**src/rtl/memmap_pkg.sv**
```systemverilog
package memmap_pkg;

    localparam int ADDR_W = 16;
    localparam int DATA_W = 8;
    localparam int MODE_W = 3;

    localparam logic [ADDR_W-1:0] VEC_HI    = 16'h00FF;
    localparam logic [ADDR_W-1:0] REG_BASE  = 16'hFF80;
    localparam int                RAM_BYTES = 1024;
    localparam logic [ADDR_W-1:0] RAM_LO    = REG_BASE - ADDR_W'(RAM_BYTES);
    localparam logic [ADDR_W-1:0] RAM_HI    = REG_BASE - 16'd1;
    localparam logic [ADDR_W-1:0] CTRL_ADDR = 16'hFFF9;
    localparam int                EN_BIT    = 7;

    localparam logic [MODE_W-1:0] MODE_ROM_A  = 3'd2;
    localparam logic [MODE_W-1:0] MODE_ROM_B  = 3'd4;
    localparam logic [MODE_W-1:0] MODE_SINGLE = 3'd7;

    typedef enum logic [1:0] {
        RGN_VEC,
        RGN_RAM,
        RGN_REG,
        RGN_OTHER
    } region_e;

    typedef enum logic [2:0] {
        TGT_NONE,
        TGT_ROM,
        TGT_RAM,
        TGT_REG,
        TGT_EXT,
        TGT_ERR
    } target_e;

    typedef struct packed {
        logic rom;
        logic ram;
        logic regs;
        logic ext;
        logic err;
    } sel_t;

    function automatic logic is_rom_mode(input logic [MODE_W-1:0] m);
        return (m == MODE_ROM_A) || (m == MODE_ROM_B);
    endfunction

    function automatic logic is_single_chip(input logic [MODE_W-1:0] m);
        return m == MODE_SINGLE;
    endfunction

    function automatic sel_t target_to_sel(input target_e t);
        sel_t s;
        s      = '0;
        s.rom  = (t == TGT_ROM);
        s.ram  = (t == TGT_RAM);
        s.regs = (t == TGT_REG);
        s.ext  = (t == TGT_EXT);
        s.err  = (t == TGT_ERR);
        return s;
    endfunction

endpackage

```
**src/rtl/mm_region_classify.sv**
```systemverilog
module mm_region_classify
    import memmap_pkg::*;
#(
    parameter int                AW      = ADDR_W,
    parameter logic [AW-1:0]     VEC_TOP = VEC_HI,
    parameter logic [AW-1:0]     RAM_BOT = RAM_LO,
    parameter logic [AW-1:0]     RAM_TOP = RAM_HI,
    parameter logic [AW-1:0]     REG_BOT = REG_BASE
) (
    input  logic [AW-1:0] addr,
    output region_e       region
);

    always_comb begin
        if (addr >= REG_BOT)
            region = RGN_REG;
        else if (addr >= RAM_BOT && addr <= RAM_TOP)
            region = RGN_RAM;
        else if (addr <= VEC_TOP)
            region = RGN_VEC;
        else
            region = RGN_OTHER;
    end

endmodule

```
**src/rtl/mm_ram_ctrl.sv**
```systemverilog
module mm_ram_ctrl
    import memmap_pkg::*;
#(
    parameter int            AW    = ADDR_W,
    parameter int            DW    = DATA_W,
    parameter logic [AW-1:0] CADDR = CTRL_ADDR,
    parameter int            EBIT  = EN_BIT
) (
    input  logic          clk,
    input  logic          rst,
    input  logic [AW-1:0] addr,
    input  logic          rd_en,
    input  logic          wr_en,
    input  logic [DW-1:0] wr_data,
    output logic          ram_en,
    output logic [DW-1:0] rd_data
);

    logic hit;
    assign hit = (addr == CADDR);

    always_ff @(posedge clk) begin
        if (rst)
            ram_en <= 1'b1;
        else if (wr_en && hit)
            ram_en <= wr_data[EBIT];
    end

    always_comb begin
        rd_data = '0;
        if (rd_en && hit)
            rd_data[EBIT] = ram_en;
    end

    AST_EN_AFTER_RESET: assert property (@(posedge clk) disable iff (rst)
        $past(rst) |-> ram_en);
    AST_EN_WRITE: assert property (@(posedge clk) disable iff (rst)
        (wr_en && hit) |=> (ram_en == $past(wr_data[EBIT])));
    AST_EN_HOLD: assert property (@(posedge clk) disable iff (rst)
        !(wr_en && hit) |=> $stable(ram_en));

endmodule

```
**src/rtl/mm_select.sv**
```systemverilog
module mm_select
    import memmap_pkg::*;
#(
    parameter int MW = MODE_W
) (
    input  logic          clk,
    input  logic          rst,
    input  logic          active,
    input  region_e       region,
    input  logic [MW-1:0] mode,
    input  logic          ram_en,
    output sel_t          sel
);

    target_e tgt;

    always_comb begin
        tgt = TGT_NONE;
        if (active) begin
            unique case (region)
                RGN_REG: tgt = TGT_REG;
                RGN_RAM: begin
                    if (ram_en)
                        tgt = TGT_RAM;
                    else if (is_single_chip(mode))
                        tgt = TGT_ERR;
                    else
                        tgt = TGT_EXT;
                end
                RGN_VEC, RGN_OTHER:
                    tgt = is_rom_mode(mode) ? TGT_ROM : TGT_EXT;
                default: tgt = TGT_NONE;
            endcase
        end
    end

    assign sel = target_to_sel(tgt);

    AST_ERR_CAUSE: assert property (@(posedge clk) disable iff (rst)
        sel.err |-> (mode == MODE_SINGLE && !ram_en && region == RGN_RAM));
    AST_RAM_NEEDS_EN: assert property (@(posedge clk) disable iff (rst)
        sel.ram |-> ram_en);
    AST_ROM_MODE_ONLY: assert property (@(posedge clk) disable iff (rst)
        sel.rom |-> (mode == MODE_ROM_A || mode == MODE_ROM_B));

endmodule

```
**src/rtl/mm_decoder.sv**
```systemverilog
module mm_decoder
    import memmap_pkg::*;
#(
    parameter int AW = ADDR_W,
    parameter int DW = DATA_W,
    parameter int MW = MODE_W
) (
    input  logic          clk,
    input  logic          rst,
    input  logic [AW-1:0] addr,
    input  logic          rd_en,
    input  logic          wr_en,
    input  logic [DW-1:0] wr_data,
    input  logic [MW-1:0] mode,
    output logic          cs_rom,
    output logic          cs_ram,
    output logic          cs_regs,
    output logic          cs_ext,
    output logic          addr_err,
    output logic [DW-1:0] rd_data
);

    region_e region;
    logic    ram_en;
    sel_t    sel;
    logic    active;

    assign active = rd_en | wr_en;

    mm_region_classify #(.AW(AW)) u_classify (
        .addr   (addr),
        .region (region)
    );

    mm_ram_ctrl #(.AW(AW), .DW(DW)) u_ram_ctrl (
        .clk     (clk),
        .rst     (rst),
        .addr    (addr),
        .rd_en   (rd_en),
        .wr_en   (wr_en),
        .wr_data (wr_data),
        .ram_en  (ram_en),
        .rd_data (rd_data)
    );

    mm_select #(.MW(MW)) u_select (
        .clk    (clk),
        .rst    (rst),
        .active (active),
        .region (region),
        .mode   (mode),
        .ram_en (ram_en),
        .sel    (sel)
    );

    assign cs_rom   = sel.rom;
    assign cs_ram   = sel.ram;
    assign cs_regs  = sel.regs;
    assign cs_ext   = sel.ext;
    assign addr_err = sel.err;

    AST_ONE_TARGET: assert property (@(posedge clk) disable iff (rst)
        $countones({cs_rom, cs_ram, cs_regs, cs_ext, addr_err})
            == ((rd_en || wr_en) ? 1 : 0));
    AST_REG_FIELD: assert property (@(posedge clk) disable iff (rst)
        ((rd_en || wr_en) && addr >= REG_BASE) |-> cs_regs);
    AST_RDATA_QUIET: assert property (@(posedge clk) disable iff (rst)
        !(rd_en && addr == CTRL_ADDR) |-> (rd_data == '0));

endmodule

```
**config.mk**
```make
export PLATFORM = sky130hd
export DESIGN_NAME = mm_decoder
export DESIGN_NICKNAME = d
export VERILOG_FILES = /design/src/rtl/memmap_pkg.sv /design/src/rtl/mm_region_classify.sv /design/src/rtl/mm_ram_ctrl.sv /design/src/rtl/mm_select.sv /design/src/rtl/mm_decoder.sv
export SDC_FILE = /design/constraint.sdc
export NUM_CORES = 1
export LEC_CHECK = 0
export BUFFER_PORTS_ARGS = -buffer_cell sky130_fd_sc_hd__buf_2
export CORE_AREA = 5 5 42 44
export DETAILED_ROUTE_END_ITERATION = 6
export DIE_AREA = 0 0 47 49
export HOLD_SLACK_MARGIN = 0.06
export PLACE_DENSITY_LB_ADDON = 0.05
export SYNTH_ARGS = -nofsm -noshare
export SYNTH_HDL_FRONTEND = slang
export SYNTH_HIERARCHICAL = 1
export SYNTH_SLANG_ARGS = --single-unit
```
**constraint.sdc**
```tcl
create_clock -name clk -period 6.35 [get_ports clk]
set_input_delay 1.27 -clock clk [delete_from_list [all_inputs] [get_ports clk]]
set_output_delay 1.27 -clock clk [all_outputs]
set_load 0.1 [all_outputs]
```
==> summary.md, run 1 <==
| Metric | Value |
|---|---|
| Lkg Pwr | `0.265 nW` |
| Share of layout cells above drive strength 1 | `0.468` |
| Setup crit start | `addr[10]` |
| Die Ht | `49 um` |
| Area of the multi-input gates | `309 um^2` |
| CTS clk-pin slew, worst paths | `0 ps` |
| Diodes inserted | `0` |
| Peak Freq | `0.207 GHz` |
| CP max FO | `5` |
| Post-synthesis sequential area ratio | `0.0541` |
| Setup_tns | `0 ps` |
| DP Wirelength | `803 um` |
| Largest net degree at the start of global routing | `6` |
| Die ar. | `0.00230 mm^2` |
| GRT Util Overall | `0.0709` |
| Period utilization | `0.762` |
| Outcome | `completed` |
| Synthesized area per cell | `7.56 um^2` |
| Crit. End Element | `primary output` |
| # resized after CTS | `0` |
| CP delay by family, top | `simple AND/OR/NAND/NOR gates` |
| Initial core utilization | `0.264` |
| Yosys top cell area share | `0.142` |
| Sw frac | `0.700` |
| Register bit total from synthesis | `1` |
| WP depth | `11` |
| Routability Congestion | `0.726` |
| Pwr dens | `117 mW/mm^2` |
| Core area | `0.00140 mm^2` |
| Routed WL per cell | `9.06 um` |
| Flip-flop and latch area | `20.0 um^2` |
| NetSw | `0.0000414 W` |
| Post-route minimum period | `4840 ps` |
| DR iter-0 viols | `3` |
| Buf/Inv on CP | `3` |
| Worst reg-to-reg path cell count | `2` |
| Post-Synthesis Cells | `49` |
| First-pass GRT wire length | `1360 um` |
| Clk pwr share | `0` |
| Worst r2r dst | `u_ram_ctrl/ram_en` |
| VDD IR max | `0.0000637 V` |
| Most common cell after layout, fill and taps aside | `buf_2` |
| Area Growth Syn to Fin | `36.5%` |
| Biggest regs | `u_ram_ctrl/ram_en (1)` |
| Slew Limit Fails | `0` |
| CP endpoint | `addr_err` |
| Via density | `4.55` |
| Reg2reg setup slack | `5460 ps` |
| Logic pwr share | `0.892` |
| Synthesis Warnings | `6` |
| Pre-antenna DRT Iters | `4` |
| Power Total | `0.0000592 W` |
| Crit Reg-Reg Startpoint | `u_ram_ctrl/ram_en` |
| Drc violations | `0` |
| Worst EP required | `5080 ps` |
| Critical path's slowest cell | `or4_1` |
| Critical path class | `input port to primary output` |
| Die Width | `47 um` |
| Setup Buffers After CTS | `0` |
| Number of port buffers | `29` |
| Critical path, cell by cell | `buf_2 > or4_1 > nor2_1 > a21oi_1 > inv_1 > ha_1 > nor2b_4 > nor2_1 > or3_4 > nor3b_2 > buf_2` |
| DR vias | `423` |
| Synth area leader | `buf_4` |
| Mapped Area | `370 um^2` |
| Initial antenna violation count | `0` |
| Largest register by flop count | `u_ram_ctrl/ram_en` |
| Area contributors post-synth | `buf_4, ha_1, dfxtp_1` |
| Final setup violating endpoints | `0` |
| Startpoint Class | `input port` |
| Layout net count | `112` |
| Vias in the first global route | `362` |
| Sequential power share | `0.108` |
| Filler cell count in the final layout | `164` |
| Netlist cell types | `33` |
| IO Pins | `44` |
| Arrival time worst endpoint | `3570 ps` |
| Max reg flops | `1` |
| HP Class | `flip-flop to flip-flop` |
| Final Hold Fails | `0` |
| Pint | `0.0000178 W` |
| Layout Skew | `0 ps` |
| # hold bufs at CTS | `0` |
| Critical Path Max Stage Delay | `520 ps` |
| Num rows | `14` |
| RSZ-0062 raised after global routing | `false` |
| Clock Latency Late Sink | `0 ps` |
| Final ANT Viol Nets | `0` |
| Total routed wirelength | `843 um` |
| GR Overflow Total | `0` |
| Most frequent cells in the layout | `buf_2, conb_1, nor2_1, inv_1` |
| Max Cap Viol | `0` |
==> final cells by class <==
class / count / share of cell area
Tap cell: 16 / 0.0396
Timing Repair Buffer: 29 / 0.287
Inverter: 3 / 0.0223
Sequential cell: 1 / 0.0396
Multi-Input combinational cell: 44 / 0.611
==> power groups by stage <==
stage	clock network (W)	registers (W)	logic, W
CTS	0	0.00000641	0.0000530
global placement	0	0.00000641	0.0000528
global route	0	0.00000641	0.0000553
finish	0	0.00000641	0.0000528
floorplan	0	0.00000641	0.0000450
detailed placement	0	0.00000641	0.0000529
==> stage by stage <==
step / util / cell area, um^2 / setup slack [ps] / cells / hold WS (ps)
2_1_floorplan: - / 393 / 202 / 55 / 650
3_3_place_gp: 0.361 / 505 / 1500 / 93 / 702
3_5_place_dp: 0.361 / 505 / 1500 / 93 / 702
4_1_cts: 0.361 / 505 / 1490 / 93 / 704
5_1_grt: 0.361 / 505 / 1370 / 93 / 795
6_report: 0.361 / 505 / 1510 / 93 / 696
==> worst min path at each step <==
stage,slack [ps],from,to,cells past startpoint
5_1_grt,800,u_ram_ctrl/ram_en,u_ram_ctrl/ram_en,2
6_report,700,u_ram_ctrl/ram_en,u_ram_ctrl/ram_en,2
2_1_floorplan,650,u_ram_ctrl/ram_en,u_ram_ctrl/ram_en,2
4_1_cts,700,u_ram_ctrl/ram_en,u_ram_ctrl/ram_en,2
3_5_place_dp,700,u_ram_ctrl/ram_en,u_ram_ctrl/ram_en,2
3_3_place_gp,700,u_ram_ctrl/ram_en,u_ram_ctrl/ram_en,2
==> synth_stat cells, drive strengths merged <==
library cell / count
buf: 7
conb: 1
nor3: 2
nand2b: 2
a311o: 1
or4: 2
a31oi: 1
ha: 2
a21boi: 1
or2: 1
nor2: 3
or3: 1
and3: 2
nand2: 2
nand4: 2
o21ai: 1
nand3: 1
nor2b: 2
and3b: 1
xnor2: 1
dfxtp: 1
inv: 3
a21oi: 2
nor4: 1
nor3b: 2
nand4b: 2
xor2: 1
a41oi: 1
==> tightest hold or removal path, cell delays in order, from the launching register on <==
cell and delay, ps:
dfxtp_1 360, a21boi_1 180, a311o_1 120
==> routing by layer <==
metal  global-route usage  wire (um)  vias to the layer above
met5                    0          0                        -
met4                    0          0                        0
met3              0.00369        102                        0
met2                0.115        383                       24
met1                0.107        357                      176
li1                     -          -                      223
==> kinds of logic (layout without fill, tap and decap cells) <==
logic type,after synthesis,in the layout,share of synthesized area
other,1,7,0.0101
flip-flops,1,1,0.0541
adder cells (fa/ha/maj),2,2,0.0676
AO/OA/AOI/OAI,7,7,0.128
buffers and inverters,10,32,0.172
XOR/XNOR,2,2,0.0473
AND/OR/NAND/NOR,26,26,0.520
Note: power is estimated with default switching activity, not from simulation.
==> run 2: changes to the inputs <==
- clock period: 6.35 -> 4.7 ns (I/O delays scaled with it)
==> run 2 against run 1 <==
Combinational power rose by 35%; critical path type unchanged; sequential share of layout area barely moved; highest routed layer unchanged; die area did not move.
==> summary.md, run 2 (synthesized netlist as in run 1, its figures left out) <==
| Metric | Value |
|---|---|
| Final setup violating endpoints | `0 (unchanged)` |
| Setup Buffers After CTS | `0 (unchanged)` |
| Most frequent cells in the layout | `buf_2, conb_1, nor2_1, inv_1` |
| Peak Freq | `0.239 GHz` |
| Buf/Inv on CP | `3 (unchanged)` |
| Final Hold Fails | `0 (unchanged)` |
| Final Cell Area | `510 um^2 (+0.99%)` |
| Setup_tns | `0 ps (unchanged)` |
| # hold bufs at CTS | `0 (unchanged)` |
| Critical path class | `input port to primary output` |
| Reg2reg setup slack | `3810 ps (-1650 ps)` |
| Initial core utilization | `0.264 (unchanged)` |
| Outcome | `completed` |
| Placed cell count | `93 (unchanged)` |
| # resized after CTS | `0 (unchanged)` |
| WP depth | `11 (unchanged)` |
| Period utilization | `0.890` |
| Share of layout cells above drive strength 1 | `0.481 (+0.0130)` |
| Diodes inserted | `0 (unchanged)` |
| Biggest regs | `u_ram_ctrl/ram_en (1)` |
| VDD IR max | `0.0000505 V (-21%)` |
| Critical Path Max Stage Delay | `520 ps (about the same)` |
| HP Class | `flip-flop to flip-flop` |
| Layout Skew | `0 ps (unchanged)` |
| CP delay by family, top | `simple AND/OR/NAND/NOR gates` |
| CP endpoint | `addr_err` |
| GRT Util Overall | `0.0611 (-0.00982)` |
| Startpoint Class | `input port` |
| Via density | `4.48 (-1.4%)` |
| Pre-antenna DRT Iters | `2 (-2)` |
| Die Width | `47 um (unchanged)` |
| Lkg Pwr | `0.266 nW (+0.30%)` |
| Pwr dens | `157 mW/mm^2 (+34%)` |
| Arrival time worst endpoint | `3240 ps (-330 ps)` |
| First-pass GRT wire length | `1170 um (-14%)` |
| Worst EP required | `3760 ps (-1320 ps)` |
| Max Cap Viol | `0 (unchanged)` |
| Core Util, Final | `0.364 (+0.00357)` |
| Crit Reg-Reg Startpoint | `u_ram_ctrl/ram_en` |
| CTS clk-pin slew, worst paths | `0 ps (unchanged)` |
| Power Total | `0.0000802 W (+35%)` |
| Num rows | `14 (unchanged)` |
| Initial antenna violation count | `0 (unchanged)` |
| Routability Congestion | `0.652 (-10%)` |
| Critical path's slowest cell | `or4_1` |
| DP Wirelength | `806 um (+0.41%)` |
| Critical path, cell by cell | `buf_2 > or4_1 > nor2_1 > a21oi_1 > inv_1 > ha_1 > nor2b_4 > nor2_1 > or3_4 > nor3b_2 > buf_2` |
| Number of port buffers | `29 (unchanged)` |
| Routed WL per cell | `8.82 um (-2.7%)` |
| Largest register by flop count | `u_ram_ctrl/ram_en` |
| Layout net count | `112 (unchanged)` |
| Post-route minimum period | `4180 ps` |
| Vias in the first global route | `325 (-10%)` |
| GR Overflow Total | `0 (unchanged)` |
| Post-Layout Cell Count | `93 (unchanged)` |
| Worst reg-to-reg path cell count | `2 (unchanged)` |
| DR iter-0 viols | `3 (unchanged)` |
| Filler cell count in the final layout | `162 (-1.2%)` |
| Max reg flops | `1 (unchanged)` |
| Worst r2r dst | `u_ram_ctrl/ram_en` |
| Die Ht | `49 um (unchanged)` |
| Crit. End Element | `primary output` |
| Drc violations | `0 (unchanged)` |
| Clock Latency Late Sink | `0 ps (unchanged)` |
| Final ANT Viol Nets | `0 (unchanged)` |
| Slew Limit Fails | `0 (unchanged)` |
| Die ar. | `0.00230 mm^2 (unchanged)` |
| Core area | `0.00140 mm^2 (unchanged)` |
| CP max FO | `5 (unchanged)` |
| Dpl cell area | `510 um^2 (+0.99%)` |
| RSZ-0062 raised after global routing | `false` |
| Largest net degree at the start of global routing | `6 (unchanged)` |
| IO Pins | `44 (unchanged)` |
| Most common cell after layout, fill and taps aside | `buf_2` |
| Total routed wirelength | `820 um (-2.7%)` |
| Area Growth Syn to Fin | `37.8%` |
| DR vias | `417 (-1.4%)` |
| Setup crit start | `addr[10]` |
run 2: cell counts in the layout (fill, tap and decap cells not counted):
Identical to the previous run, type by type.
run 2: cell type report:
| type | instances | area (um^2) | area share |
|---|---|---|---|
| repair buffers | 29 | 145 | 0.284 |
| multi-input cells | 44 | 314 | 0.615 |
| flip-flops and latches | 1 | 20.0 | 0.0392 |
| well taps | 16 | 20.0 | 0.0392 |
| inverters | 3 | 11.3 | 0.0221 |
run 2: report_power, final:
| group | internal [W] | switching, W | leakage, nW | total, W |
|---|---|---|---|---|
| logic | 0.0000155 | 0.0000560 | 0.258 | 0.0000715 |
| registers | 0.00000866 | 0.000000000144 | 0.00810 | 0.00000866 |
| clock network | 0 | 0 | 0 | 0 |
| total | 0.0000241 | 0.0000560 | 0.266 | 0.0000802 |
run 2: worst min path at each step:
stage	start	endpoint	slack [ps]	depth (start not counted)
CTS	u_ram_ctrl/ram_en	u_ram_ctrl/ram_en	690	2
global placement	u_ram_ctrl/ram_en	u_ram_ctrl/ram_en	690	2
global route	u_ram_ctrl/ram_en	u_ram_ctrl/ram_en	730	2
finish	u_ram_ctrl/ram_en	u_ram_ctrl/ram_en	700	2
detailed placement	u_ram_ctrl/ram_en	u_ram_ctrl/ram_en	690	2
floorplan	u_ram_ctrl/ram_en	u_ram_ctrl/ram_en	650	2
run 2: metal layers:
metal / GRT usage / vias up / share of wire
met5: 0 / - / 0
li1: - / 222 / -
met3: 0.00369 / 0 / 0.15
met2: 0.104 / 22 / 0.48
met1: 0.0870 / 173 / 0.37
met4: 0 / 0 / 0
run 2: tightest hold or removal path, cell delays in order, from the launching register on:
cell and delay [ps]:
dfxtp_1 360, a21boi_1 190, a311o_1 120
run 2: through the flow:
step                      setup slack (ps)  hold WS [ps]
after global routing                   388           732
final                                  516           695
after CTS                              498           693
after global placement                 519           693
after floorplan                       90.3           650
after detailed placement               499           690
==> run 3: changes to the inputs <==
- ABC_AREA: not set -> 1
- CTS_BUF_LIST: not set -> sky130_fd_sc_hd__clkbuf_2 sky130_fd_sc_hd__clkbuf_4 sky130_fd_sc_hd__clkbuf_8
- GPL_ROUTABILITY_DRIVEN: not set -> 1
==> run 3 against run 2 <==
Die area unchanged; cell area rose by 22%; clock skew unchanged; sequential share of layout area is 0.70 points lower; combinational power increased by 2%; wire length grew 30%; power up 1.4%; global-route usage up 3.2 points; worst hold slack worse by 190 ps; area after synthesis grew 31%; cell count up 54%; utilization increased by 7.9 points; largest power group unchanged; highest routed layer unchanged.
==> summary.md, run 3 <==
| Metric | Value |
|---|---|
| Outcome | `completed` |
| Die ar. | `0.00230 mm^2 (unchanged)` |
| # hold bufs at CTS | `0 (unchanged)` |
| Netlist cell types | `18 (-45%)` |
| Via density | `4.19 (-6.6%)` |
| Worst r2r dst | `u_ram_ctrl/ram_en` |
| Max reg flops | `1 (unchanged)` |
| Final ANT Viol Nets | `0 (unchanged)` |
| Number of flops mapped to enable cells by yosys | `0 (unchanged)` |
| M2 GR Usage | `0.172 (+0.0679)` |
| Synthesis Warnings | `6 (unchanged)` |
| Setup crit start | `addr[13]` |
| Biggest regs | `u_ram_ctrl/ram_en (1)` |
| Die Width | `47 um (unchanged)` |
| Max Cap Viol | `0 (unchanged)` |
| Die Ht | `49 um (unchanged)` |
| Slew Limit Fails | `0 (unchanged)` |
| Clock Latency Late Sink | `0 ps (unchanged)` |
| Layout Skew | `0 ps (unchanged)` |
| RSZ-0062 raised after global routing | `false` |
| CTS clk-pin slew, worst paths | `0 ps (unchanged)` |
| DP Wirelength | `1010 um (+25%)` |
| Number of port buffers | `29 (unchanged)` |
| Worst EP required | `3760 ps (about the same)` |
| Lkg Pwr | `0.423 nW (+59%)` |
| First-pass GRT wire length | `1790 um (+53%)` |
| Grt met3 use | `0.00369 (unchanged)` |
| Period utilization | `0.779 (-0.111)` |
| Mapped Area | `485 um^2 (+31%)` |
| Initial antenna violation count | `0 (unchanged)` |
| HP Class | `flip-flop to flip-flop` |
| Peak Freq | `0.273 GHz (+14%)` |
| Reg2reg setup slack | `4140 ps (+330 ps)` |
| Async S/R FF share, synth | `0 (unchanged)` |
| Filler cell count in the final layout | `161 (-0.62%)` |
| Critical Path Max Stage Delay | `420 ps (-100 ps)` |
| Final Hold Fails | `0 (unchanged)` |
| DR vias | `599 (+44%)` |
| Vias in the first global route | `495 (+52%)` |
| GR Overflow Total | `0 (unchanged)` |
| Top Usage Layer GRT | `met2` |
| Yosys top cell area share | `0.209 (+0.0669)` |
| Final setup violating endpoints | `0 (unchanged)` |
| VDD IR max | `0.0000921 V (+82%)` |
| Diodes inserted | `0 (unchanged)` |
| Startpoint Class | `input port` |
| Core area | `0.00140 mm^2 (unchanged)` |
| # resized after CTS | `0 (unchanged)` |
| Area contributors post-synth | `nand2_1, inv_1, nor2_1` |
| Setup_tns | `0 ps (unchanged)` |
| Worst reg-to-reg path cell count | `2 (unchanged)` |
| Most frequent cells in the layout | `buf_2, nand2_1, inv_1, nor2_1, nand3_1` |
| Drc violations | `0 (unchanged)` |
| Synthesized area per cell | `4.90 um^2 (-35%)` |
| Register bit total from synthesis | `1 (unchanged)` |
| Crit Reg-Reg Startpoint | `u_ram_ctrl/ram_en` |
| Post-route minimum period | `3660 ps (-521 ps)` |
| Initial core utilization | `0.346 (+0.0821)` |
| GRT Util Overall | `0.0934 (+0.0323)` |
| Critical path class | `input port to primary output` |
| Crit. End Element | `primary output` |
| CP endpoint | `cs_ram` |
| Largest net degree at the start of global routing | `5 (-1)` |
| Power Total | `0.0000813 W (+1.4%)` |
| IO Pins | `44 (unchanged)` |
| Layout net count | `162 (+45%)` |
| Area Growth Syn to Fin | `27.8%` |
| Most common cell after layout, fill and taps aside | `buf_2` |
| Largest register by flop count | `u_ram_ctrl/ram_en` |
| Pwr dens | `131 mW/mm^2 (-17%)` |
| Total routed wirelength | `1060 um (+30%)` |
| Cell mode on critical path | `nand2_1` |
| Routed WL per cell | `7.43 um (-16%)` |
| Critical path, cell by cell | `buf_2 > nor2_1 > nand2_1 > nor2_2 > inv_1 > nand2_1 > inv_1 > ha_1 > o21ai_1 > nand2_1 > nand3b_1 > nor2_1 > buf_2` |
| Arrival time worst endpoint | `2720 ps (-520 ps)` |
| Post-Synthesis Cells | `99 (+100%)` |
| Share of layout cells above drive strength 1 | `0.291 (-0.189)` |
| Synth area leader | `nand2_1` |
| Setup Buffers After CTS | `0 (unchanged)` |
| Pre-antenna DRT Iters | `4 (+2)` |
| Critical path's slowest cell | `buf_2` |
| CP max FO | `4 (-1)` |
| Most common cell in the netlist | `nand2_1` |
| DR iter-0 viols | `5 (+2)` |
| Post-synthesis sequential area ratio | `0.0412 (-0.0128)` |
| Most frequent cells after synthesis | `nand2_1, inv_1, nor2_1` |
| Routability Congestion | `0.758 (+16%)` |
| GR met1 Demand/Resource | `0.122 (+0.0350)` |
| Top FF cell, synth | `dfxtp_1` |
| Num rows | `14 (unchanged)` |
| Hold Slack | `505 ps (-191 ps)` |
[run 3: changes by cell type after synthesis, moves of 2 or more]
cell | before | now
nor2_2 | 0 | 5
nand2b_1 | 2 | 0
nor2_1 | 3 | 16
nand2_1 | 2 | 27
nand4b_1 | 2 | 0
inv_1 | 3 | 19
nand3_1 | 1 | 10
[run 3: power by group]
part | internal (W) | total, W | leakage, nW | switching [W]
logic | 0.0000150 | 0.0000726 | 0.415 | 0.0000576
registers | 0.00000866 | 0.00000866 | 0.00810 | 0.000000000130
clock network | 0 | 0 | 0 | 0
[run 3: cells by family (layout without fill, tap and decap cells)]
logic type / after synthesis / after routing / share of synthesized area
flops: 1 / 1 / 0.0412
compound gates: 5 / 5 / 0.0567
other cells: 1 / 7 / 0.00772
fa+ha+maj: 2 / 2 / 0.0515
buf+inv: 27 / 49 / 0.263
simple gates: 63 / 63 / 0.580
[run 3: routing by layer]
layer	wire length [um]	vias to the layer above
met5	0	-
met4	0	0
met3	109	0
met2	531	20
met1	422	237
li1	-	342
[run 3: final cells by class]
class,count,area (um^2),share of cell area
tap,16,20.0,0.0323
multi-input combinational,77,360,0.581
inverter,20,75.1,0.121
sequential,1,20.0,0.0323
timing repair buffer,29,145,0.234
[run 3: worst min-delay path by stage]
stage | startpoint | endpoint | cells past startpoint
floorplan | u_ram_ctrl/ram_en | u_ram_ctrl/ram_en | 2
global placement | u_ram_ctrl/ram_en | u_ram_ctrl/ram_en | 2
detailed placement | u_ram_ctrl/ram_en | u_ram_ctrl/ram_en | 2
CTS | u_ram_ctrl/ram_en | u_ram_ctrl/ram_en | 2
global route | u_ram_ctrl/ram_en | u_ram_ctrl/ram_en | 2
finish | u_ram_ctrl/ram_en | u_ram_ctrl/ram_en | 2
[run 3: through the flow]
stage,std cells,worst slack (ps),util,cell area (um^2)
floorplan,105,439,-,508
global route,143,815,0.443,621
CTS,143,1020,0.443,621
global placement,143,1030,0.443,621
finish,143,1040,0.443,621
detailed placement,143,1020,0.443,621
[run 3: worst max-delay path: cells and delay by family]
family | cells | cell delay, ps
buf+inv | 4 | 610
simple gates | 7 | 700
compound gates | 1 | 140
fa+ha+maj | 1 | 310
